==> src/rtl/xbus_pkg.sv <==
package xbus_pkg;

  typedef enum logic [1:0] {
    KIND_READ  = 2'd0,
    KIND_WRITE = 2'd1,
    KIND_FETCH = 2'd2
  } kind_e;

  typedef enum logic [1:0] {
    PH_IDLE,
    PH_SETUP,
    PH_STROBE,
    PH_HOLD
  } phase_e;

  // strobes from control to datapath
  typedef struct packed {
    logic load;    // latch request address and write data
    logic step;    // advance address to next beat
    logic cap;     // capture read data this cycle
    logic hiBeat;  // second half of a split word access
    logic strobe;  // strobe phase active
    logic rd;      // read or fetch transfer
    logic wr;      // write transfer in progress
    logic word;    // full-width lane usage
  } dpCtl_t;

endpackage

==> src/rtl/xbus_ctrl.sv <==
module xbus_ctrl
  import xbus_pkg::*;
#(
  parameter int STROBE_CYC = 2,
  parameter int LEN_W      = 5
) (
  input  logic             clk,
  input  logic             rstN,
  input  logic             busWide,
  input  logic             busWait,
  input  logic             reqValid,
  input  logic [1:0]       reqKind,
  input  logic             reqWord,
  input  logic [LEN_W-1:0] reqLen,
  output dpCtl_t           ctl,
  output logic             reqAck,
  output logic             fetchBeat
);
  localparam int CNT_W = (STROBE_CYC > 1) ? $clog2(STROBE_CYC) : 1;
  localparam logic [CNT_W-1:0] CNT_LAST = CNT_W'(STROBE_CYC - 1);

  phase_e           phase;
  kind_e            kindQ;
  logic             wordQ;
  logic             hiBeatQ;
  logic [LEN_W-1:0] beatsLeft;
  logic [CNT_W-1:0] cnt;

  logic [LEN_W-1:0] lenC;
  logic [LEN_W-1:0] beatsReq;
  logic             strobeDone;

  always_comb begin
    if (reqLen < LEN_W'(2))       lenC = LEN_W'(2);
    else if (reqLen > LEN_W'(16)) lenC = LEN_W'(16);
    else                          lenC = reqLen;
    if (kind_e'(reqKind) == KIND_FETCH)
      beatsReq = busWide ? LEN_W'((lenC + LEN_W'(1)) >> 1) : lenC;
    else
      beatsReq = (!busWide && reqWord) ? LEN_W'(2) : LEN_W'(1);
  end

  assign strobeDone = (phase == PH_STROBE) && !busWait && (cnt == CNT_LAST);

  always_ff @(posedge clk) begin
    if (!rstN) begin
      phase     <= PH_IDLE;
      kindQ     <= KIND_READ;
      wordQ     <= 1'b0;
      hiBeatQ   <= 1'b0;
      beatsLeft <= '0;
      cnt       <= '0;
    end else begin
      case (phase)
        PH_IDLE: if (reqValid) begin
          kindQ     <= kind_e'(reqKind);
          wordQ     <= reqWord;
          hiBeatQ   <= 1'b0;
          beatsLeft <= beatsReq - LEN_W'(1);
          phase     <= PH_SETUP;
        end
        PH_SETUP: begin
          cnt   <= '0;
          phase <= PH_STROBE;
        end
        PH_STROBE: if (!busWait) begin
          if (cnt == CNT_LAST) phase <= PH_HOLD;
          else                 cnt   <= cnt + CNT_W'(1);
        end
        default: begin
          if (beatsLeft != '0) begin
            beatsLeft <= beatsLeft - LEN_W'(1);
            hiBeatQ   <= (kindQ != KIND_FETCH);
            phase     <= PH_SETUP;
          end else begin
            phase <= PH_IDLE;
          end
        end
      endcase
    end
  end

  always_comb begin
    ctl.load   = (phase == PH_IDLE) && reqValid;
    ctl.step   = (phase == PH_HOLD) && (beatsLeft != '0);
    ctl.cap    = strobeDone && (kindQ != KIND_WRITE);
    ctl.hiBeat = hiBeatQ;
    ctl.strobe = (phase == PH_STROBE);
    ctl.rd     = (kindQ != KIND_WRITE);
    ctl.wr     = (kindQ == KIND_WRITE) && (phase != PH_IDLE);
    ctl.word   = wordQ || (kindQ == KIND_FETCH);
  end

  assign reqAck    = (phase == PH_HOLD) && (beatsLeft == '0);
  assign fetchBeat = (phase == PH_HOLD) && (kindQ == KIND_FETCH);


  wait_stretch_chk: assert property (@(posedge clk) disable iff (!rstN)
    (phase == PH_STROBE && busWait) |=> (phase == PH_STROBE));


  ack_pulse_chk: assert property (@(posedge clk) disable iff (!rstN)
    reqAck |=> !reqAck);


  hold_after_strobe_chk: assert property (@(posedge clk) disable iff (!rstN)
    $fell(ctl.strobe) |-> (phase == PH_HOLD));

endmodule

==> src/rtl/xbus_dpath.sv <==
module xbus_dpath
  import xbus_pkg::*;
#(
  parameter int ADDR_W = 20,
  parameter int DATA_W = 16
) (
  input  logic              clk,
  input  logic              rstN,
  input  logic              busWide,
  input  dpCtl_t            ctl,
  input  logic [ADDR_W-1:0] reqAddr,
  input  logic [DATA_W-1:0] reqWdata,
  input  logic [DATA_W-1:0] busDin,
  output logic [ADDR_W-1:0] busAddr,
  output logic              busCsN,
  output logic              busOeN,
  output logic              busWeN,
  output logic              busBlN,
  output logic              busBhN,
  output logic [DATA_W-1:0] busDout,
  output logic              busDoutEn,
  output logic [DATA_W-1:0] rspData
);
  localparam int LANE_W = DATA_W / 2;

  logic [ADDR_W-1:0] addrQ;
  logic [ADDR_W-1:0] addrNext;
  logic [DATA_W-1:0] wdataQ;
  logic [DATA_W-1:0] rdataQ;
  logic [LANE_W-1:0] wrByte;
  logic [LANE_W-1:0] rdByte;

  // burst step stays inside the aligned 16-byte block
  always_comb begin
    addrNext = addrQ;
    if (busWide) addrNext[3:1] = addrQ[3:1] + 3'd1;
    else         addrNext[3:0] = addrQ[3:0] + 4'd1;
  end

  assign rdByte = (busWide && addrQ[0]) ? busDin[DATA_W-1:LANE_W] : busDin[LANE_W-1:0];

  always_ff @(posedge clk) begin
    if (!rstN) begin
      addrQ  <= '0;
      wdataQ <= '0;
      rdataQ <= '0;
    end else begin
      if (ctl.load) begin
        addrQ  <= reqAddr;
        wdataQ <= reqWdata;
      end else if (ctl.step) begin
        addrQ <= addrNext;
      end
      if (ctl.cap) begin
        if (busWide && ctl.word)     rdataQ <= busDin;
        else if (!busWide && ctl.hiBeat)
          rdataQ[DATA_W-1:LANE_W] <= busDin[LANE_W-1:0];
        else                         rdataQ <= {{LANE_W{1'b0}}, rdByte};
      end
    end
  end

  assign wrByte = (!busWide && ctl.hiBeat) ? wdataQ[DATA_W-1:LANE_W] : wdataQ[LANE_W-1:0];

  always_comb begin
    busAddr   = addrQ;
    busCsN    = !ctl.strobe;
    busOeN    = !(ctl.strobe && ctl.rd);
    busWeN    = !(ctl.strobe && ctl.wr);
    busBlN    = !(ctl.strobe && (!busWide || ctl.word || !addrQ[0]));
    busBhN    = !(ctl.strobe && busWide && (ctl.word || addrQ[0]));
    busDout   = (busWide && ctl.word) ? wdataQ : {wrByte, wrByte};
    busDoutEn = ctl.wr;
    rspData   = rdataQ;
  end


  addr_setup_chk: assert property (@(posedge clk) disable iff (!rstN)
    $fell(busCsN) |-> $stable(busAddr));


  addr_hold_chk: assert property (@(posedge clk) disable iff (!rstN)
    $rose(busCsN) |-> $stable(busAddr[ADDR_W-1:1]));


  narrow_bh_chk: assert property (@(posedge clk) disable iff (!rstN)
    !busWide |-> busBhN);


  drive_oe_chk: assert property (@(posedge clk) disable iff (!rstN)
    busDoutEn |-> (busOeN && $past(busOeN)));


  wide_lane_chk: assert property (@(posedge clk) disable iff (!rstN)
    (!busCsN && busWide) |-> !(busBlN && busBhN));

endmodule

==> src/rtl/xbus_master.sv <==
module xbus_master
  import xbus_pkg::*;
#(
  parameter int ADDR_W     = 20,
  parameter int DATA_W     = 16,
  parameter int LEN_W      = 5,
  parameter int STROBE_CYC = 2
) (
  input  logic              clk,
  input  logic              rstN,
  input  logic              busWide,
  input  logic              reqValid,
  input  logic [1:0]        reqKind,
  input  logic              reqWord,
  input  logic [ADDR_W-1:0] reqAddr,
  input  logic [DATA_W-1:0] reqWdata,
  input  logic [LEN_W-1:0]  reqLen,
  output logic              reqAck,
  output logic [DATA_W-1:0] rspData,
  output logic              fetchBeat,
  output logic [ADDR_W-1:0] busAddr,
  output logic              busCsN,
  output logic              busOeN,
  output logic              busWeN,
  output logic              busBlN,
  output logic              busBhN,
  output logic [DATA_W-1:0] busDout,
  output logic              busDoutEn,
  input  logic [DATA_W-1:0] busDin,
  input  logic              busWait
);
  dpCtl_t ctl;

  xbus_ctrl #(.STROBE_CYC(STROBE_CYC), .LEN_W(LEN_W)) uCtrl (
    .clk(clk), .rstN(rstN), .busWide(busWide), .busWait(busWait),
    .reqValid(reqValid), .reqKind(reqKind), .reqWord(reqWord), .reqLen(reqLen),
    .ctl(ctl), .reqAck(reqAck), .fetchBeat(fetchBeat)
  );

  xbus_dpath #(.ADDR_W(ADDR_W), .DATA_W(DATA_W)) uDpath (
    .clk(clk), .rstN(rstN), .busWide(busWide), .ctl(ctl),
    .reqAddr(reqAddr), .reqWdata(reqWdata), .busDin(busDin),
    .busAddr(busAddr), .busCsN(busCsN), .busOeN(busOeN), .busWeN(busWeN),
    .busBlN(busBlN), .busBhN(busBhN), .busDout(busDout), .busDoutEn(busDoutEn),
    .rspData(rspData)
  );

endmodule

==> config.mk <==
export PLATFORM = sky130hd
export DESIGN_NAME = xbus_master
export DESIGN_NICKNAME = d
export VERILOG_FILES = /design/src/rtl/xbus_pkg.sv /design/src/rtl/xbus_ctrl.sv /design/src/rtl/xbus_dpath.sv /design/src/rtl/xbus_master.sv
export SDC_FILE = /design/constraint.sdc
export NUM_CORES = 1
export LEC_CHECK = 0
export CAP_MARGIN = 15
export CORE_ASPECT_RATIO = 0.8
export CORE_MARGIN = 2
export CORE_UTILIZATION = 45
export CTS_CLUSTER_DIAMETER = 80
export DETAILED_ROUTE_END_ITERATION = 16
export DONT_BUFFER_PORTS = 1
export GPL_ROUTABILITY_DRIVEN = 1
export PLACE_DENSITY = 0.57
export SKIP_CTS_REPAIR_TIMING = 1
export SLEW_MARGIN = 10
export SYNTH_ARGS = -nofsm -noshare
export SYNTH_HDL_FRONTEND = slang
export SYNTH_SLANG_ARGS = --single-unit
==> constraint.sdc <==
create_clock -name clk -period 3.8 [get_ports clk]
set_clock_uncertainty 0.2 [all_clocks]
set_input_delay 0.57 -clock clk [delete_from_list [all_inputs] [get_ports clk]]
set_output_delay 0.57 -clock clk [all_outputs]
set_load 0.05 [all_outputs]
**Word-level counts from Yosys, hierarchy flattened**

Index checks and enable logic that the tools add are counted.

- Order comparisons: 2
- Bitwise gates (word level): 1
- $add $sub $neg: 6
- Reduce and logical (&&, ||, !) cells: 43
- Mux-type cells: 29
- Eq/ne operators: 13

Operators by type and width:

| kind | count |
|---|---|
| two-way mux 16 bit | 2 |
| two-way mux 8 bit | 4 |
| two-way mux 5 bit | 6 |
| two-way mux 20 bit | 1 |
| logical AND 1 bit | 17 |
| one-hot mux 5 bit (2 select lines) | 1 |
| subtractor 5 x 1 -> 5 bit (second input constant) | 2 |
| equality test 2 bit (second input constant) | 4 |
| zero test 1 bit | 8 |
| two-way mux 2 bit | 4 |
| != test 2 bit (second input constant) | 4 |
| AND reduction 2 bit | 4 |
| nonzero test 2 bit | 4 |
| two-way mux 1 bit | 6 |
| != test 2 x 1 -> 1 bit (second input constant) | 3 |
| one-hot mux 2 bit (3 select lines) | 1 |
| AND reduction 3 bit | 2 |
| adder 5 x 1 -> 5 bit (second input constant) | 1 |
| > comparator 5 bit (second input constant) | 1 |
| zero test 5 bit | 1 |
| less-than comparator 5 x 2 -> 1 bit (second input constant) | 1 |
| nonzero test 5 bit | 1 |
| adder 4 x 1 -> 4 bit (second input constant) | 1 |
| equality test 2 x 1 -> 1 bit (second input constant) | 2 |
| other kinds (9) | 13 |

- Bits of input ports: 65
- Output and inout port bits: 60
- Word-level logic and storage cells: 106
- Register bits: 64

**Logic depth before layout (Yosys ltp)**

Gate-level depths: netlist of run 1.

- Depth in word-level cells: 9
- Depth in mapped cells: 9
- Mapped depth without buffers: 8

**Modules after synthesis**

Synthesis of run 1 repeated with hierarchy kept, for this count alone.

- Cells, all modules: 382
- Area total of the unflattened synthesis: 3290.7 um^2

By module, submodules not included:

| module | cells each | times used | seq. area each (um^2) | area an instance (um^2) |
|---|---|---|---|---|
| xbus_dpath | 261 | 1 | 1041.0 | 2339.7 |
| xbus_ctrl | 121 | 1 | 240.2 | 950.9 |

**Worst setup path after synthesis of run 1**

No wires, ideal clock.

- Path type: reg-to-output
- From: register uDpath.addrQ[0] (netlist: uDpath.busAddr[0])
- To: output port busBhN
- Setup slack: 0.591 ns
- Cell stages (with the launch flop): 2
- Path buffers: 0
- Data arrival time: 2.439 ns
- Required time: 3.030 ns
- Path through: dfxtp_1 -> o311ai_0

- Longest elaborated chain between the ends: 3

RTL lines:

| element | line | RTL |
|---|---|---|
| start: declaration | xbus_dpath.sv:26 | `logic [ADDR_W-1:0] addrQ;` |
| start signal: assignment | xbus_dpath.sv:49 | `addrQ <= reqAddr;` |
| start signal: assignment | xbus_dpath.sv:52 | `addrQ <= addrNext;` |
| logical OR 1 bit | xbus_dpath.sv:71 | `busBhN = !(ctl.strobe && busWide && (ctl.word \|\| addrQ[0]));` |
| logical AND 1 bit | xbus_dpath.sv:71 |  |
| zero test 1 bit | xbus_dpath.sv:71 |  |
| end: declaration | xbus_master.sv:26 | `output logic busBhN,` |

Every way passes these cells.

**Worst setup path in the final report of run 1**

- From: register uCtrl.phase[0]
- To: output port busWeN

- Longest elaborated chain between the ends: 4
- Elaborated cells on any way between the ends: 5
- Classes of those cells: 1 x eq/ne; 4 x reduce/logical

RTL lines:

| element | line | RTL |
|---|---|---|
| start: declaration | xbus_ctrl.sv:22 | `phase_e phase;` |
| start signal: assignment | xbus_ctrl.sv:47 | `phase <= PH_IDLE;` |
| start signal: assignment | xbus_ctrl.sv:60 | `phase <= PH_SETUP;` |
| start signal: assignment | xbus_ctrl.sv:64 | `phase <= PH_STROBE;` |
| nonzero test 2 bit | xbus_ctrl.sv:90 | `ctl.wr = (kindQ == KIND_WRITE) && (phase != PH_IDLE);` |
| logical AND 1 bit | xbus_ctrl.sv:90 |  |
| named net busDoutEn | xbus_master.sv:28 | `output logic busDoutEn,` |
| logical AND 1 bit | xbus_dpath.sv:69 | `busWeN = !(ctl.strobe && ctl.wr);` |
| zero test 1 bit | xbus_dpath.sv:69 |  |
| end: declaration | xbus_master.sv:24 | `output logic busWeN,` |

The timed path passes the listed nets, and every way through them passes these cells.

==> results of run 1 <==
## sequential cells by signal, indices dropped and copies added (netlist names)
register,count
uCtrl.kindQ,2
uDpath.busAddr,20
uCtrl.phase,2
uDpath.rspData,16
uDpath.wdataQ,16
uCtrl.beatsLeft,5
uCtrl.hiBeatQ,1
uCtrl.wordQ,1
uCtrl.cnt,1
## worst register-to-register path: cells and delay by family, from the launching register on
family | cells | cell delay [ns]
AOI/OAI and AO/OA | 2 | 0.88
and+or+nand+nor | 3 | 0.59
adders and majority gates | 1 | 0.37
DFF | 1 | 0.33
buffers and inverters | 1 | 0.07
## where the power goes
group          internal (mW)  total, mW  switching, mW
combinational          0.314      0.983          0.668
sequential             0.789       1.04          0.256
clock                  0.309      0.578          0.269
total                   1.41       2.61           1.19
## worst paths after layout
kind / startpoint / end
hold / removal: reqWdata[8] / uDpath.wdataQ[8]$_SDFFE_PN0P_
hold reg to reg: uDpath.wdataQ[3]$_SDFFE_PN0P_ / uDpath.wdataQ[3]$_SDFFE_PN0P_
setup reg to reg: uCtrl.phase[0]$_SDFFE_PN0P_ / uCtrl.beatsLeft[3]$_SDFFE_PN0P_
setup / recovery: uCtrl.phase[0]$_SDFFE_PN0P_ / busWeN
## per-layer routing
metal | part of all wire | GRT usage | up-vias
met5 | 0 | 0 | -
met2 | 0.45 | 0.298 | 89
met3 | 0.087 | 0.0819 | 2
li1 | - | - | 1347
met1 | 0.46 | 0.280 | 1206
met4 | 0.0029 | 0.0653 | 0
## cell type report
cell class	instances	area share
multi-input combinational	290	0.511
clock inverter	3	0.00696
tap	87	0.0319
inverter	9	0.00989
clock buffer	13	0.0524
sequential	64	0.375
timing repair buffer	6	0.0132
## cell usage in the layout, fill, tap and decap left out, types with 2 or more instances in the layout
master,synthesis,layout
nand2_1,80,80
dfxtp_1,64,64
a21oi_1,45,45
nor2_1,35,35
a211oi_1,22,22
mux2_2,16,16
clkbuf_8,0,13
a22oi_1,9,9
mux2i_1,9,9
o21ai_0,8,8
inv_1,8,8
nor2b_1,8,7
ha_1,6,6
buf_4,6,6
nand2b_1,5,5
nor3_1,5,5
and3_1,4,4
nand3_1,3,3
and2_1,2,2
xnor2_1,2,2
o211ai_1,2,2
o211a_1,2,2
o21a_1,2,2
clkinvlp_4,0,2
## kinds of logic (layout without fill, tap and decap cells)
logic type               Yosys count  in the layout  synth area share
XOR/XNOR                           3              3           0.00830
adder cells (fa/ha/maj)            6              6            0.0237
multiplexers                      25             25            0.0853
AO/OA/AOI/OAI                    107            107             0.224
buffers and inverters             32             31            0.0474
flip-flops                        64             64             0.405
AND/OR/NAND/NOR                  149            149             0.207
==> impl_metrics.toml, run 1 <==
[placed_design]
placed_cells = 456
hpwl_mm = 5.45
placed_area_mm2 = 0.00321
gp_congestion = 0.832
post-place-ws_ns = 0.917
port_buffers = 0

[final_layout]
drive_gt1_frac = 0.122
final_cell_area_mm2 = 0.00342
fin_util = 0.498
antenna_cells = 0
area_growth_pct = 7.90
multi_input_area_mm2 = 0.00175
ff_latch_area_mm2 = 0.00128
instances_no_fill = 472
n_fill_cell = 674
nets = 451

[setup_path]
worstPathArrival_ns = 2.45
cp.required_ns = 3.03
path_class = "register to output port"
reg2reg_depth = 7
slowest_stage = "nor2_1"
r2r_setup_slack_ns = 1.22
cp_slowest_stage_delay_ns = 0.79
cp_num_buf_inv = 1
worstPathMaxFanout = 15
critPathCaptureType = "output port"
path_depth = 4
cpLargestDelayFamily = "simple AND/OR/NAND/NOR gates"
cp_cell_sequence = "inv_1 > ha_1 > nor2_1 > nand2_1"
worstSetupStartpointType = "register"

[synth]
yosys_warnings = 0
avgSynthCellArea_um2 = 8.20
synth_seq_area_share = 0.405
synth.top_cell.area_share = 0.405
synth_edf_count = 0
synth_top_area_cell = "dfxtp_1"
syn_inst = 386
async_reset_ff_frac = 0
yosys-top-cells-count = "nand2_1, dfxtp_1, a21oi_1"
synth_area_leaders = "dfxtp_1, nand2_1, a21oi_1, mux2_2, a211oi_1"
yosys.cell_types.count = 50
yosysMostFrequentCell = "nand2_1"
syn-num-nets = 457
ys.flop_type = "dfxtp_1"
synth_seq_cells = 64
syn_area_mm2 = 0.00317

[die]
ios = 125
start_util = 0.462
die_w_um = 97.8
rows = 27
die_y_um = 79.0
dieArea_mm2 = 0.00773
coreArea_mm2 = 0.00686

[sta]
finalSetupTns_ns = 0
setup_slack_ns = 0.579
max_freq_ghz = 0.310
min_period_over_period = 0.848
rsz0062_at_grt = "false"
hold_ws_ns = 0.157
timing_hold_violations_final = 0
worstMarginPinSlew_ns = 1.07
relSlewSlack = 0.289
min_period_ns = 3.22
setup-violations-final = 0
final_max_slew_viol_count = 0

[drt]
avgViaCountPerCell = 5.60
wl_per_cell_um = 16.6
drt.antenna.violating_nets = 0
drt_iter0_markers = 114
drcViolationCount = 0
vias = 2644
dr.pass1.iters = 4
wirelength_mm = 7.83

[flow_run]
drv_cap = 0

[grt]
overflow = 0
antenna_found_initial = 0
grt_pass1_wl_mm = 12.6
grt_max_degree = 61
grt_pass1_vias = 2543
track_usage = 0.205

[cts]
cts_inserted_buffers = 9
clkTransAtPathRegs_ns = 0.07
insertion_delay_ns = 0.34
htreeDepth = 3
root_buffer = "clkbuf_8"
cts_tree = "built"
clock-sinks = 64
cts_buffer_depth = 2

[power_and_ir_drop]
ir_worst_vdd_mv = 0.361
power_density_mw_per_mm2 = 763
total_power_mw = 2.61
power_leakage_nw = 1.23

[min_path]
hp-class = "primary input to register"
timing.hold.worst_path_depth = 2

[status]
status = "completed"
Power figures use the tool's default switching activity.
==> inputs of run 2 (changes only) <==
==> constraint.sdc (replaced) <==
create_clock -name clk -period 3 [get_ports clk]
set_clock_uncertainty 0.2 [all_clocks]
set_input_delay 0.45 -clock clk [delete_from_list [all_inputs] [get_ports clk]]
set_output_delay 0.45 -clock clk [all_outputs]
set_load 0.05 [all_outputs]
==> impl_metrics.toml, run 2 (same netlist as run 1, synthesis figures left out) <==
[drt]
wl_per_cell_um = 16.4
wirelength_mm = 7.94
drt.antenna.violating_nets = 0
avgViaCountPerCell = 5.62
drt_iter0_markers = 74
dr.pass1.iters = 4
vias = 2724
drcViolationCount = 0

[die]
ios = 125
dieArea_mm2 = 0.00773
start_util = 0.462
die_y_um = 79.0
rows = 27
coreArea_mm2 = 0.00686
die_w_um = 97.8

[power_and_ir_drop]
internal-power_mw = 2.01
p_sw_frac = 0.434
power_density_mw_per_mm2 = 997
p_switching_mw = 1.54
comb_power_share = 0.375
seqPwrFrac = 0.366
power_leakage_nw = 1.32
clock_power_share = 0.259
ir_worst_vdd_mv = 0.427

[setup_path]
r2r_setup_slack_ns = 0.66
worstSetupStartpointType = "register"
reg2reg_depth = 8
path_class = "register to output port"
critPathCaptureType = "output port"
worstPathMaxFanout = 9
cp.required_ns = 2.35
r2r-start = "uCtrl.phase[1]$_SDFFE_PN0P_"
worstPathArrival_ns = 2.05
rr_endpoint = "uCtrl.beatsLeft[4]$_SDFFE_PN0P_"

[final_layout]
final_cell_mix = "nand2_1, dfxtp_1, a21oi_1"
antenna_cells = 0
fin_util = 0.520
area_growth_pct = 12.5
drive_gt1_frac = 0.153
largest_reg_flops = 20
final_common_cell = "nand2_1"
nets = 464

[flow_run]
drv_cap = 0

[placed_design]
port_buffers = 0
gp_congestion = 0.865
hpwl_mm = 5.69

[sta]
relSlewSlack = 0.535
min_period_ns = 2.70
rsz0062_at_grt = "false"
final_max_slew_viol_count = 0
finalSetupTns_ns = 0
timing_hold_violations_final = 0
worstMarginPinSlew_ns = 0.696
setup-violations-final = 0
min_period_over_period = 0.899
hold_ws_ns = 0.0271
max_freq_ghz = 0.371

[grt]
grt_pass1_vias = 2700
grt_pass1_wl_mm = 12.7
grt_max_degree = 39
antenna_found_initial = 0
overflow = 0
track_usage = 0.204

[cts]
insertion_delay_ns = 0.34
root_buffer = "clkbuf_8"
htreeDepth = 3
cts_inserted_buffers = 9
clock-sinks = 64
cts_tree = "built"
clkTransAtPathRegs_ns = 0.07
cts_buffer_depth = 2

[min_path]
hp-start = "rstN"
hp-class = "primary input to register"
min_to = "uDpath.busAddr[3]$_SDFFE_PN0P_"
timing.hold.worst_path_depth = 1

[status]
status = "completed"
-- run 2: area by class of cell --
type	count	area [um2]
fillers	691	3290
flip-flops and latches	64	1280
multi-input cells	290	1750
repair buffers	19	143
clock inverters	7	125
clock buffers	9	124
well taps	87	109
inverters	9	33.8
-- run 2: worst max-delay path by stage --
stage                                     start  endpoint  slack (ns)  depth (start not counted)
floorplan           uCtrl.phase[0]$_SDFFE_PN0P_    busWeN        0.34                          5
finish              uCtrl.kindQ[1]$_SDFFE_PN0P_    busBlN        0.30                          4
global placement    uCtrl.phase[0]$_SDFFE_PN0P_    busWeN        0.48                          5
detailed placement  uCtrl.phase[1]$_SDFFE_PN0P_    busWeN        0.46                          5
CTS                 uCtrl.phase[1]$_SDFFE_PN0P_    busWeN        0.09                          5
global route        uCtrl.kindQ[1]$_SDFFE_PN0P_    busBlN        0.11                          4
-- run 2: worst max-delay path: stages, from the launching register on --
cell and delay (ns):
dfxtp_1 0.34, nor2b_1 0.41, nor2_1 0.10, and3_1 0.38
nand2b_1 0.48
-- run 2: stage by stage --
stage	cell area, um2	power [mW]	setup slack (ns)	instances
6_report	3560	3.55	0.304	485
5_1_grt	3560	3.78	0.108	485
4_1_cts	3560	3.58	0.0883	485
3_3_place_gp	3310	2.63	0.479	469
2_1_floorplan	3170	2.41	0.343	386
3_5_place_dp	3310	2.65	0.460	469
-- run 2: per-layer routing --
metal  track usage  vias to the layer above  share of wire
met1         0.250                     1252           0.45
met2         0.339                       85           0.47
met3        0.0748                        8          0.071
met4        0.0611                        0         0.0073
li1              -                     1379              -
met5             0                        -              0
-- run 2: power by group through the flow --
stage          registers (mW)  clock network [mW]  logic, mW
2_1_floorplan            1.30                   0       1.10
3_3_place_gp             1.32                   0       1.31
3_5_place_dp             1.32                   0       1.33
4_1_cts                  1.30               0.946       1.34
5_1_grt                  1.32               0.981       1.48
6_report                 1.30               0.921       1.33
==> inputs of run 3 (changes only) <==
--- a/config.mk
+++ b/config.mk
@@ -6,7 +6,6 @@
 export NUM_CORES = 1
 export LEC_CHECK = 0
 export CAP_MARGIN = 15
-export CORE_ASPECT_RATIO = 0.8
 export CORE_MARGIN = 2
 export CORE_UTILIZATION = 45
 export CTS_CLUSTER_DIAMETER = 80
==> impl_metrics.toml, run 3 (same netlist as run 1, synthesis figures left out) <==
[power_and_ir_drop]
power_leakage_nw = 1.29
power_density_mw_per_mm2 = 936
ir_worst_vdd_mv = 0.516

[flow_run]
drv_cap = 0

[placed_design]
hpwl_mm = 5.64
gp_congestion = 0.854
post-place-ws_ns = 0.652
port_buffers = 0
placed_area_mm2 = 0.00335

[die]
rows = 30
start_util = 0.466
coreArea_mm2 = 0.00679
dieArea_mm2 = 0.00772
ios = 125
die_w_um = 87.9
die_y_um = 87.9

[setup_path]
worstPathArrival_ns = 2.04
r2r-start = "uCtrl.phase[1]$_SDFFE_PN0P_"
worstSetupStartpointType = "register"
critPathCaptureType = "output port"
path_class = "register to output port"
worstPathMaxFanout = 3
reg2reg_depth = 7
r2r_setup_slack_ns = 0.71
rr_endpoint = "uDpath.busAddr[16]$_SDFFE_PN0P_"
cp.required_ns = 2.35

[sta]
min_period_ns = 2.69
timing_hold_violations_final = 0
relSlewSlack = 0.358
worstMarginPinSlew_ns = 0.959
max_freq_ghz = 0.372
finalSetupTns_ns = 0
setup-violations-final = 0
hold_ws_ns = 0.0422
setup_slack_ns = 0.311
final_max_slew_viol_count = 0
rsz0062_at_grt = "false"
min_period_over_period = 0.896

[grt]
overflow = 0
antenna_found_initial = 0
grt_max_degree = 32
grt_pass1_wl_mm = 12.4
track_usage = 0.205
grt_pass1_vias = 2558

[final_layout]
area_growth_pct = 11.0
final_cell_mix = "nand2_1, dfxtp_1, a21oi_1"
antenna_cells = 0
largest_reg_flops = 20
drive_gt1_frac = 0.155
n_fill_cell = 636
final_cell_area_mm2 = 0.00351
nets = 468
final_common_cell = "nand2_1"

[min_path]
hp-class = "primary input to register"
min_to = "uDpath.busAddr[3]$_SDFFE_PN0P_"
hp-start = "rstN"
timing.hold.worst_path_depth = 1

[cts]
root_buffer = "clkbuf_8"
clkTransAtPathRegs_ns = 0.07
cts_tree = "built"
insertion_delay_ns = 0.33
cts_inserted_buffers = 9
clock-sinks = 64
cts_buffer_depth = 2
htreeDepth = 3

[drt]
wl_per_cell_um = 15.7
dr.pass1.iters = 4
avgViaCountPerCell = 5.46
drt.antenna.violating_nets = 0
wirelength_mm = 7.81
drt_iter0_markers = 121
vias = 2713
drcViolationCount = 0

[status]
status = "completed"
-- run 3: changes by cell type in the layout (fill, tap and decap cells not counted), sizes merged --
cell      previous run  this run
bufinv               3         0
clkinv               2         3
clkinvlp             0         2
clkbuf               9        10
inv                 11         9
buf                 19        23
-- run 3: critical path: stages (launching register included) --
cell and delay (ns):
dfxtp_1 0.37, inv_1 0.07, ha_1 0.19, nor2_1 0.74
nand2_1 0.12, buf_4 0.22
-- run 3: stage by stage --
| stage | power (mW) | util | std cells |
|---|---|---|---|
| floorplan | 2.41 | - | 386 |
| global placement | 2.66 | 0.494 | 482 |
| detailed placement | 2.68 | 0.494 | 482 |
| CTS | 3.31 | 0.517 | 497 |
| global route | 3.51 | 0.517 | 497 |
| finish | 3.29 | 0.517 | 497 |
-- run 3: how the worst max path moves through the flow --
| stage | cells past startpoint | startpoint | end | slack (ns) |
|---|---|---|---|---|
| 3_5_place_dp | 3 | busWide | busDout[8] | 0.65 |
| 6_report | 5 | uCtrl.phase[1]$_SDFFE_PN0P_ | busWeN | 0.31 |
| 2_1_floorplan | 5 | uCtrl.phase[0]$_SDFFE_PN0P_ | busWeN | 0.34 |
| 5_1_grt | 5 | uCtrl.phase[1]$_SDFFE_PN0P_ | busWeN | 0.16 |
| 3_3_place_gp | 3 | busWide | busDout[9] | 0.67 |
| 4_1_cts | 5 | uCtrl.phase[1]$_SDFFE_PN0P_ | busWeN | 0.30 |
-- run 3: area by class of cell --
| class | count | area (um2) | area share |
|---|---|---|---|
| Multi-Input combinational cell | 290 | 1750 | 0.497 |
| Sequential cell | 64 | 1280 | 0.365 |
| Timing Repair Buffer | 23 | 173 | 0.0491 |
| Clock buffer | 10 | 128 | 0.0363 |
| Tap cell | 96 | 120 | 0.0342 |
| Clock inverter | 5 | 33.8 | 0.00961 |
| Inverter | 9 | 33.8 | 0.00961 |
-- run 3: power by group --
part	switching, mW	internal [mW]
Clock	0.336	0.295
Sequential	0.272	0.999
Combinational	0.916	0.472
-- run 3: per-layer routing --
layer,share of wire,GRT usage,vias up,wire length (um)
met5,0,0,-,0
met4,0.0052,0.0545,0,41
met3,0.091,0.0820,5,710
met1,0.45,0.262,1245,3540
met2,0.45,0.324,88,3520
li1,-,-,1375,-
